===== src/rtl/segdec_pkg.sv =====
package segdec_pkg;
  typedef enum logic [1:0] {
    MODE_KERN     = 2'b00,
    MODE_SUP      = 2'b01,
    MODE_USER     = 2'b10,
    MODE_KERN_ALT = 2'b11
  } privMode_e;

  // strobes from control to datapath, at most one set
  typedef struct packed {
    logic identity;  // pass address unchanged
    logic strip1;    // clear top bit
    logic strip3;    // clear top three bits
    logic lookup;    // hand to TLB
    logic fault;     // address error
  } segStrobe_t;
endpackage


===== src/rtl/segdec_ctrl.sv =====
module segdec_ctrl
  import segdec_pkg::*;
(
  input  logic [2:0] vaTop,
  input  logic [1:0] privMode,
  input  logic       errLevel,
  output segStrobe_t strobe
);
  logic isUser, isSup, isKern;

  always_comb begin
    isUser = (privMode == MODE_USER);
    isSup  = (privMode == MODE_SUP);
    isKern = !isUser && !isSup;
  end

  always_comb begin
    strobe = '0;
    casez (vaTop)
      3'b0??: begin
        if (errLevel) strobe.identity = 1'b1;
        else          strobe.lookup   = 1'b1;
      end
      3'b100: begin
        if (isKern) strobe.strip1 = 1'b1;
        else        strobe.fault  = 1'b1;
      end
      3'b101: begin
        if (isKern) strobe.strip3 = 1'b1;
        else        strobe.fault  = 1'b1;
      end
      3'b110: begin
        if (isKern || isSup) strobe.lookup = 1'b1;
        else                 strobe.fault  = 1'b1;
      end
      default: begin
        if (isKern) strobe.lookup = 1'b1;
        else        strobe.fault  = 1'b1;
      end
    endcase
  end
endmodule


===== src/rtl/segdec_datapath.sv =====
module segdec_datapath
  import segdec_pkg::*;
#(
  parameter int ADDR_W = 32
) (
  input  logic [ADDR_W-1:0] virtAddr,
  input  logic              isStore,
  input  segStrobe_t        strobe,
  output logic [ADDR_W-1:0] physAddr,
  output logic              directOk,
  output logic              tlbReq,
  output logic              addrErr,
  output logic              errStore,
  output logic              permRd,
  output logic              permWr
);
  localparam int LOW1_W = ADDR_W - 1;
  localparam int LOW3_W = ADDR_W - 3;

  logic [ADDR_W-1:0] k0Addr, k1Addr;

  always_comb begin
    k0Addr = {1'b0, virtAddr[LOW1_W-1:0]};
    k1Addr = {3'b000, virtAddr[LOW3_W-1:0]};
  end

  always_comb begin
    physAddr = '0;
    if (strobe.identity)    physAddr = virtAddr;
    else if (strobe.strip1) physAddr = k0Addr;
    else if (strobe.strip3) physAddr = k1Addr;
  end

  always_comb begin
    directOk = strobe.identity | strobe.strip1 | strobe.strip3;
    tlbReq   = strobe.lookup;
    addrErr  = strobe.fault;
    errStore = strobe.fault & isStore;
    permRd   = directOk;
    permWr   = directOk;
  end
endmodule


===== src/rtl/segAddrDecode.sv =====
module segAddrDecode
  import segdec_pkg::*;
#(
  parameter int ADDR_W = 32
) (
  input  logic [ADDR_W-1:0] virtAddr,
  input  logic              isStore,
  input  logic [1:0]        privMode,
  input  logic              errLevel,
  output logic [ADDR_W-1:0] physAddr,
  output logic              directOk,
  output logic              tlbReq,
  output logic              addrErr,
  output logic              errStore,
  output logic              permRd,
  output logic              permWr
);
  localparam int TOP_MSB = ADDR_W - 1;

  segStrobe_t strobe;

  segdec_ctrl u_ctrl (
    .vaTop    (virtAddr[TOP_MSB -: 3]),
    .privMode (privMode),
    .errLevel (errLevel),
    .strobe   (strobe)
  );

  segdec_datapath #(.ADDR_W(ADDR_W)) u_dp (
    .virtAddr (virtAddr),
    .isStore  (isStore),
    .strobe   (strobe),
    .physAddr (physAddr),
    .directOk (directOk),
    .tlbReq   (tlbReq),
    .addrErr  (addrErr),
    .errStore (errStore),
    .permRd   (permRd),
    .permWr   (permWr)
  );
endmodule


===== config.mk =====
export PLATFORM = sky130hd
export DESIGN_NAME = segAddrDecode
export DESIGN_NICKNAME = d
export VERILOG_FILES = /design/src/rtl/segdec_pkg.sv /design/src/rtl/segdec_ctrl.sv /design/src/rtl/segdec_datapath.sv /design/src/rtl/segAddrDecode.sv
export SDC_FILE = /design/constraint.sdc
export NUM_CORES = 1
export LEC_CHECK = 0
export ABC_AREA = 1
export BUFFER_PORTS_ARGS = -buffer_cell sky130_fd_sc_hd__buf_4
export CAP_MARGIN = 0
export CORE_MARGIN = 1
export CORE_UTILIZATION = 29
export DETAILED_ROUTE_END_ITERATION = 8
export GPL_ROUTABILITY_DRIVEN = 0
export PLACE_DENSITY = 0.94
export SYNTH_ARGS = -nofsm -noshare
export SYNTH_HDL_FRONTEND = slang
export SYNTH_SLANG_ARGS = --single-unit

===== constraint.sdc =====
create_clock -name vclk -period 2.2
set_clock_uncertainty 0.1 [all_clocks]
set_input_delay 0.33 -clock vclk [all_inputs]
set_output_delay 0.33 -clock vclk [all_outputs]
set_load 0.05 [all_outputs]

==> run_results.csv, run 1 <==
group,metric,value,unit
cts,cts_resized,0,
power,power,336,µW
power,max-vdd-ir-drop,0.000206,V
global_route,grtUsageTotal,17.9,%
power,switchingPower,224,µW
global_route,grt_max_degree,30,
final_layout,syn_to_final_growth,144,%
sta,setup-violations-final,0,
flow_run,maxCapViolations,0,
cts,ctsHoldBuffers,0,
floorplanning,initial_core_util,32.7,%
final_layout,fillers,95,
critical_path,cp_max_fo,29,
synth,synth_top_cell_by_area,"inv_1",
power,intPower,112,µW
synth,synth_top_area_share,35.8,%
routing,dr.pass1.iters,4,
critical_path,startpoint,"privMode[0]",
routing,routed_wl,1440,µm
final_layout,register_area,0,µm²
synth,yosys_warnings,0,
power,p_leak,0.000666,µW
final_layout,antenna_cells,0,
power,pwr-share-seq,0,%
routing,route.vias.total,697,
synth,seq_area_frac_synth,0,%
floorplanning,core,1160,µm²
synth,syn_inst,88,
place,io_buffer_count,73,
critical_path,cp_cell_sequence,"buf_4 -> inv_1 -> ha_1 -> nand3_1 -> nand2_2 -> inv_4 -> nor2_1 -> buf_4",
synth,synth_nets,125,
global_route,grt_pass1_wl,1950,µm
global_route,antenna_found_initial,0,
floorplanning,ios,74,
synth,yosysMostFrequentCell,"inv_1",
routing,routedWlPerCell,8.54,µm
routing,drcViolationCount,0,
critical_path,end_kind,"output pin",
critical_path,worstPathArrival,1510,ps
synth,synth_cell_type_count,12,
critical_path,cp_num_cells,8,
sta,fmax,515,MHz
critical_path,critPathCapture,"physAddr[25]",
final_layout,n_clock_buffer,0,
power,combinationalPowerShare,100.0,%
synth,syn_area_per_cell,4.29,µm²
critical_path,cp_num_buf_inv,4,
floorplanning,fp.dieArea,1450,µm²
synth,netlist_top_cells_area,"inv_1 36%, nor2_1 32%, buf_4 6.0%, buf_6 6.0%, nand2_1 5.0%",
status,status,"complete, no violations",
global_route,grt_remaining_overflow,0,
global_route,grt_pass1_vias,526,
floorplanning,die_w,38.1,µm
sta,post-route-min-period,1940,ps
sta,hold_viol,0,
final_layout,layout.nets,194,
place,dp_hpwl,1290,µm
power,switching_share,66.8,%
critical_path,worstPathRequired,1770,ps
critical_path,cp_common_cell,"buf_4",
routing,drtIter0Drc,9,
critical_path,slowest_delay,320,ps
critical_path,critPathTopFamily,"buffers and inverters",
critical_path,critPathKind,"in -> out",
floorplanning,die_y,38.1,µm
sta,setup-tns-final,0,ps
critical_path,crit_slowest_cell,"ha_1",
sta,fin_crit_sh,88.3,%
sta,grt_setup_unrepaired,"no",
power,power_density,365,nW/µm²
synth,yosys-top-cells-count,"36 x inv_1, 32 x nor2_1, 5 x nand2_1, 3 x buf_4, 3 x nand3_1",
final_layout,drive_gt1_share,55.5,%
synth,synth_area,378,µm²
critical_path,start_kind,"input pin",
cts,post_cts_buffers,0,
routing,ant_nets,0,
routing,viasPerCell,4.12,
power,clock_power_share,0,%
hold_path,hold_class,"in -> out",
sta,maxSlewViolCount,0,
final_layout,n_sequential_cell,0,
floorplanning,row_count,12,
## power by group through the flow
stage | logic [µW] | clock network (µW) | registers, µW
after floorplan | 226 | 0 | 0
after CTS | 337 | 0 | 0
after global routing | 354 | 0 | 0
final | 336 | 0 | 0
after detailed placement | 337 | 0 | 0
after global placement | 331 | 0 | 0
## tightest hold or removal path, stage by stage
cell and delay (ps):
buf_4 110, inv_1 40, nor2_1 30, buf_4 180
## layer usage
layer	vias up	global-route usage (%)	routed length, µm
li1	359	-	-
met1	293	16.7	476
met2	43	39.4	775
met3	2	2.33	172
met4	0	2.68	19
met5	-	0	0
## final cells by class
cell class	count	area (µm²)	area share, %
well taps	14	17.5	1.90
multi-input cells	45	214	23.2
inverters	37	141	15.4
repair buffers	73	548	59.5
## how the worst min path moves through the flow
stage	startpoint	endpoint	cells after the start
floorplan	virtAddr[10]	physAddr[10]	2
global placement	virtAddr[22]	physAddr[22]	4
detailed placement	virtAddr[21]	physAddr[21]	4
CTS	virtAddr[21]	physAddr[21]	4
global route	virtAddr[2]	physAddr[2]	4
finish	virtAddr[22]	physAddr[22]	4
## cells by family (layout without fill, tap and decap cells)
family                     Yosys count  count (layout)  synth area share [%]
other                                1               1                 0.992
adders and majority gates            1               1                  3.31
and+or+nand+nor                     43              43                  45.7
buffers and inverters               43             110                  50.0
## per-stage QoR
step / worst slack (ps) / util [%] / cells / hold slack (ps) / instance area, µm²
after global placement: 167 / 79.4 / 169 / 914 / 918
final: 257 / 79.7 / 169 / 916 / 921
after floorplan: -195 / - / 88 / 714 / 403
after detailed placement: 99.8 / 79.4 / 169 / 916 / 918
after CTS: 100 / 79.4 / 169 / 917 / 918
after global routing: 168 / 79.7 / 169 / 924 / 921
## layout by cell type (no fill, tap or decap), drive strengths merged
cell type,instances
buf,73
conb,1
ha,1
inv,37
nand2,7
nand4,1
nor2,32
nand3,3
(Power assumes the default switching activity.)
==> inputs of run 2 (changes only) <==
==> constraint.sdc (replaced) <==
create_clock -name vclk -period 2.2
set_clock_uncertainty 0.1 [all_clocks]
set_input_delay 0.11 -clock vclk [all_inputs]
set_output_delay 0.11 -clock vclk [all_outputs]
set_load 0.05 [all_outputs]
==> run 2 against run 1 <==
Critical path depth stayed put. Sequential share of layout area stayed put. Total power is 2.1% lower. Sequential cell count stayed put. Clock-buffer cell count stayed put. Via count is 1.9% lower. Routed wire length is 1.3% higher. Combinational power is 2% lower. Non-clock buffer count stayed put. Critical path type unchanged.
==> run_results.csv, run 2 (synthesis gave the netlist of run 1 again) <==
group,metric,value,unit
critical_path,critPathKind,"in -> out",
power,switchingPower,220,µW
routing,routed_wl,1460,µm
place,place_inst,169,
hold_path,hold_class,"in -> out",
floorplanning,row_count,12,
power,combinationalPowerShare,100.0,%
hold_path,holdCritStartpoint,"virtAddr[16]",
critical_path,critPathTopFamily,"buffers and inverters",
final_layout,n_clock_buffer,0,
sta,whs,476,ps
global_route,grt_pass1_vias,585,
routing,met1Wirelength,500,µm
final_layout,fin_util,77.3,%
critical_path,cp_max_fo,29,
final_layout,layout.nets,194,
routing,viasPerCell,4.05,
final_layout,drive_gt1_share,49.0,%
final_layout,fillers,91,
critical_path,cp_common_cell,"buf_4",
critical_path,cp_cell_sequence,"buf_4 -> inv_1 -> ha_1 -> nand3_1 -> nand2_2 -> inv_2 -> nor2_1 -> buf_4",
global_route,grt_max_degree,30,
final_layout,final_cell_mix,"73 x buf_4, 36 x inv_1, 32 x nor2_1",
final_layout,n_sequential_cell,0,
floorplanning,initial_core_util,32.7,%
cts,ctsHoldBuffers,0,
cts,post_cts_buffers,0,
sta,setup-violations-final,0,
cts,cts_resized,0,
routing,dr.pass1.iters,2,
sta,hold_viol,0,
final_layout,syn_to_final_growth,136,%
power,power,329,µW
hold_path,holdPathStages,4,
sta,grt_setup_unrepaired,"no",
power,clock_power_share,0,%
power,max-vdd-ir-drop,0.000263,V
global_route,grt_pass1_wl,2130,µm
routing,drcViolationCount,0,
flow_run,maxCapViolations,0,
routing,route.met2.wl,725,µm
routing,drtIter0Drc,1,
floorplanning,die_y,38.1,µm
floorplanning,ios,74,
routing,topRoutingLayerUsed,"met3",
routing,ant_nets,0,
critical_path,start_kind,"input pin",
critical_path,slowest_delay,330,ps
critical_path,worstPathRequired,1990,ps
routing,route.vias.total,684,
routing,met3_length,235,µm
power,intPower,110,µW
final_layout,final_common_cell,"buf_4",
global_route,grt_remaining_overflow,0,
floorplanning,die_w,38.1,µm
power,switching_share,66.7,%
floorplanning,core,1160,µm²
sta,setup-tns-final,0,ps
sta,maxSlewViolCount,0,
place,dp_hpwl,1300,µm
power,power_density,368,nW/µm²
hold_path,holdPathEnd,"physAddr[16]",
critical_path,end_kind,"output pin",
power,p_leak,0.000667,µW
global_route,antenna_found_initial,0,
final_layout,fin_cells,169,
floorplanning,fp.dieArea,1450,µm²
sta,fmax,635,MHz
critical_path,crit_slowest_cell,"inv_2",
final_layout,register_area,0,µm²
critical_path,cp_num_buf_inv,4,
routing,routedWlPerCell,8.65,µm
final_layout,multi_input_area,189,µm²
sta,fin_crit_sh,71.5,%
place,io_buffer_count,73,
final_layout,antenna_cells,0,
power,pwr-share-seq,0,%
sta,post-route-min-period,1570,ps
global_route,grtUsageTotal,19.3,%
status,status,"complete, no violations",
critical_path,worstPathArrival,1360,ps
[run 2: changes by cell type in the layout (fill, tap and decap cells not counted)]
cell / delta
inv_4: -1
nor2_1: +10
inv_2: +1
nor2_2: -10
[run 2: layout make-up]
type | instances | area share [%]
timing repair buffer | 73 | 61.3
multi-input combinational | 45 | 21.1
inverter | 37 | 15.5
tap | 14 | 1.96
[run 2: power by group through the flow]
| stage | sequential (µW) | combinational, µW | clock, µW |
|---|---|---|---|
| after floorplan | 0 | 220 | 0 |
| after global placement | 0 | 325 | 0 |
| after detailed placement | 0 | 330 | 0 |
| after CTS | 0 | 331 | 0 |
| after global routing | 0 | 347 | 0 |
| final | 0 | 329 | 0 |
[run 2: worst max-delay path by stage]
stage                     slack, ps           end  cells after the start        start
after CTS                       620   physAddr[3]                      8  privMode[0]
after floorplan                 240  physAddr[19]                      8  privMode[0]
after global routing            510   physAddr[5]                      8  privMode[0]
final                           630   physAddr[3]                      8  privMode[0]
after detailed placement        620   physAddr[3]                      8  privMode[0]
after global placement          650   physAddr[2]                      8  privMode[0]
[run 2: routing by layer]
layer  vias up  track usage, %
met4         0               0
met1       274            18.8
met2        51            42.4
met5         -               0
li1        359               -
met3         0            3.49
[run 2: per-stage QoR]
stage	instance area (µm²)	worst slack [ps]
floorplan	378	245
global placement	893	652
detailed placement	893	623
CTS	893	619
global route	893	510
finish	893	626
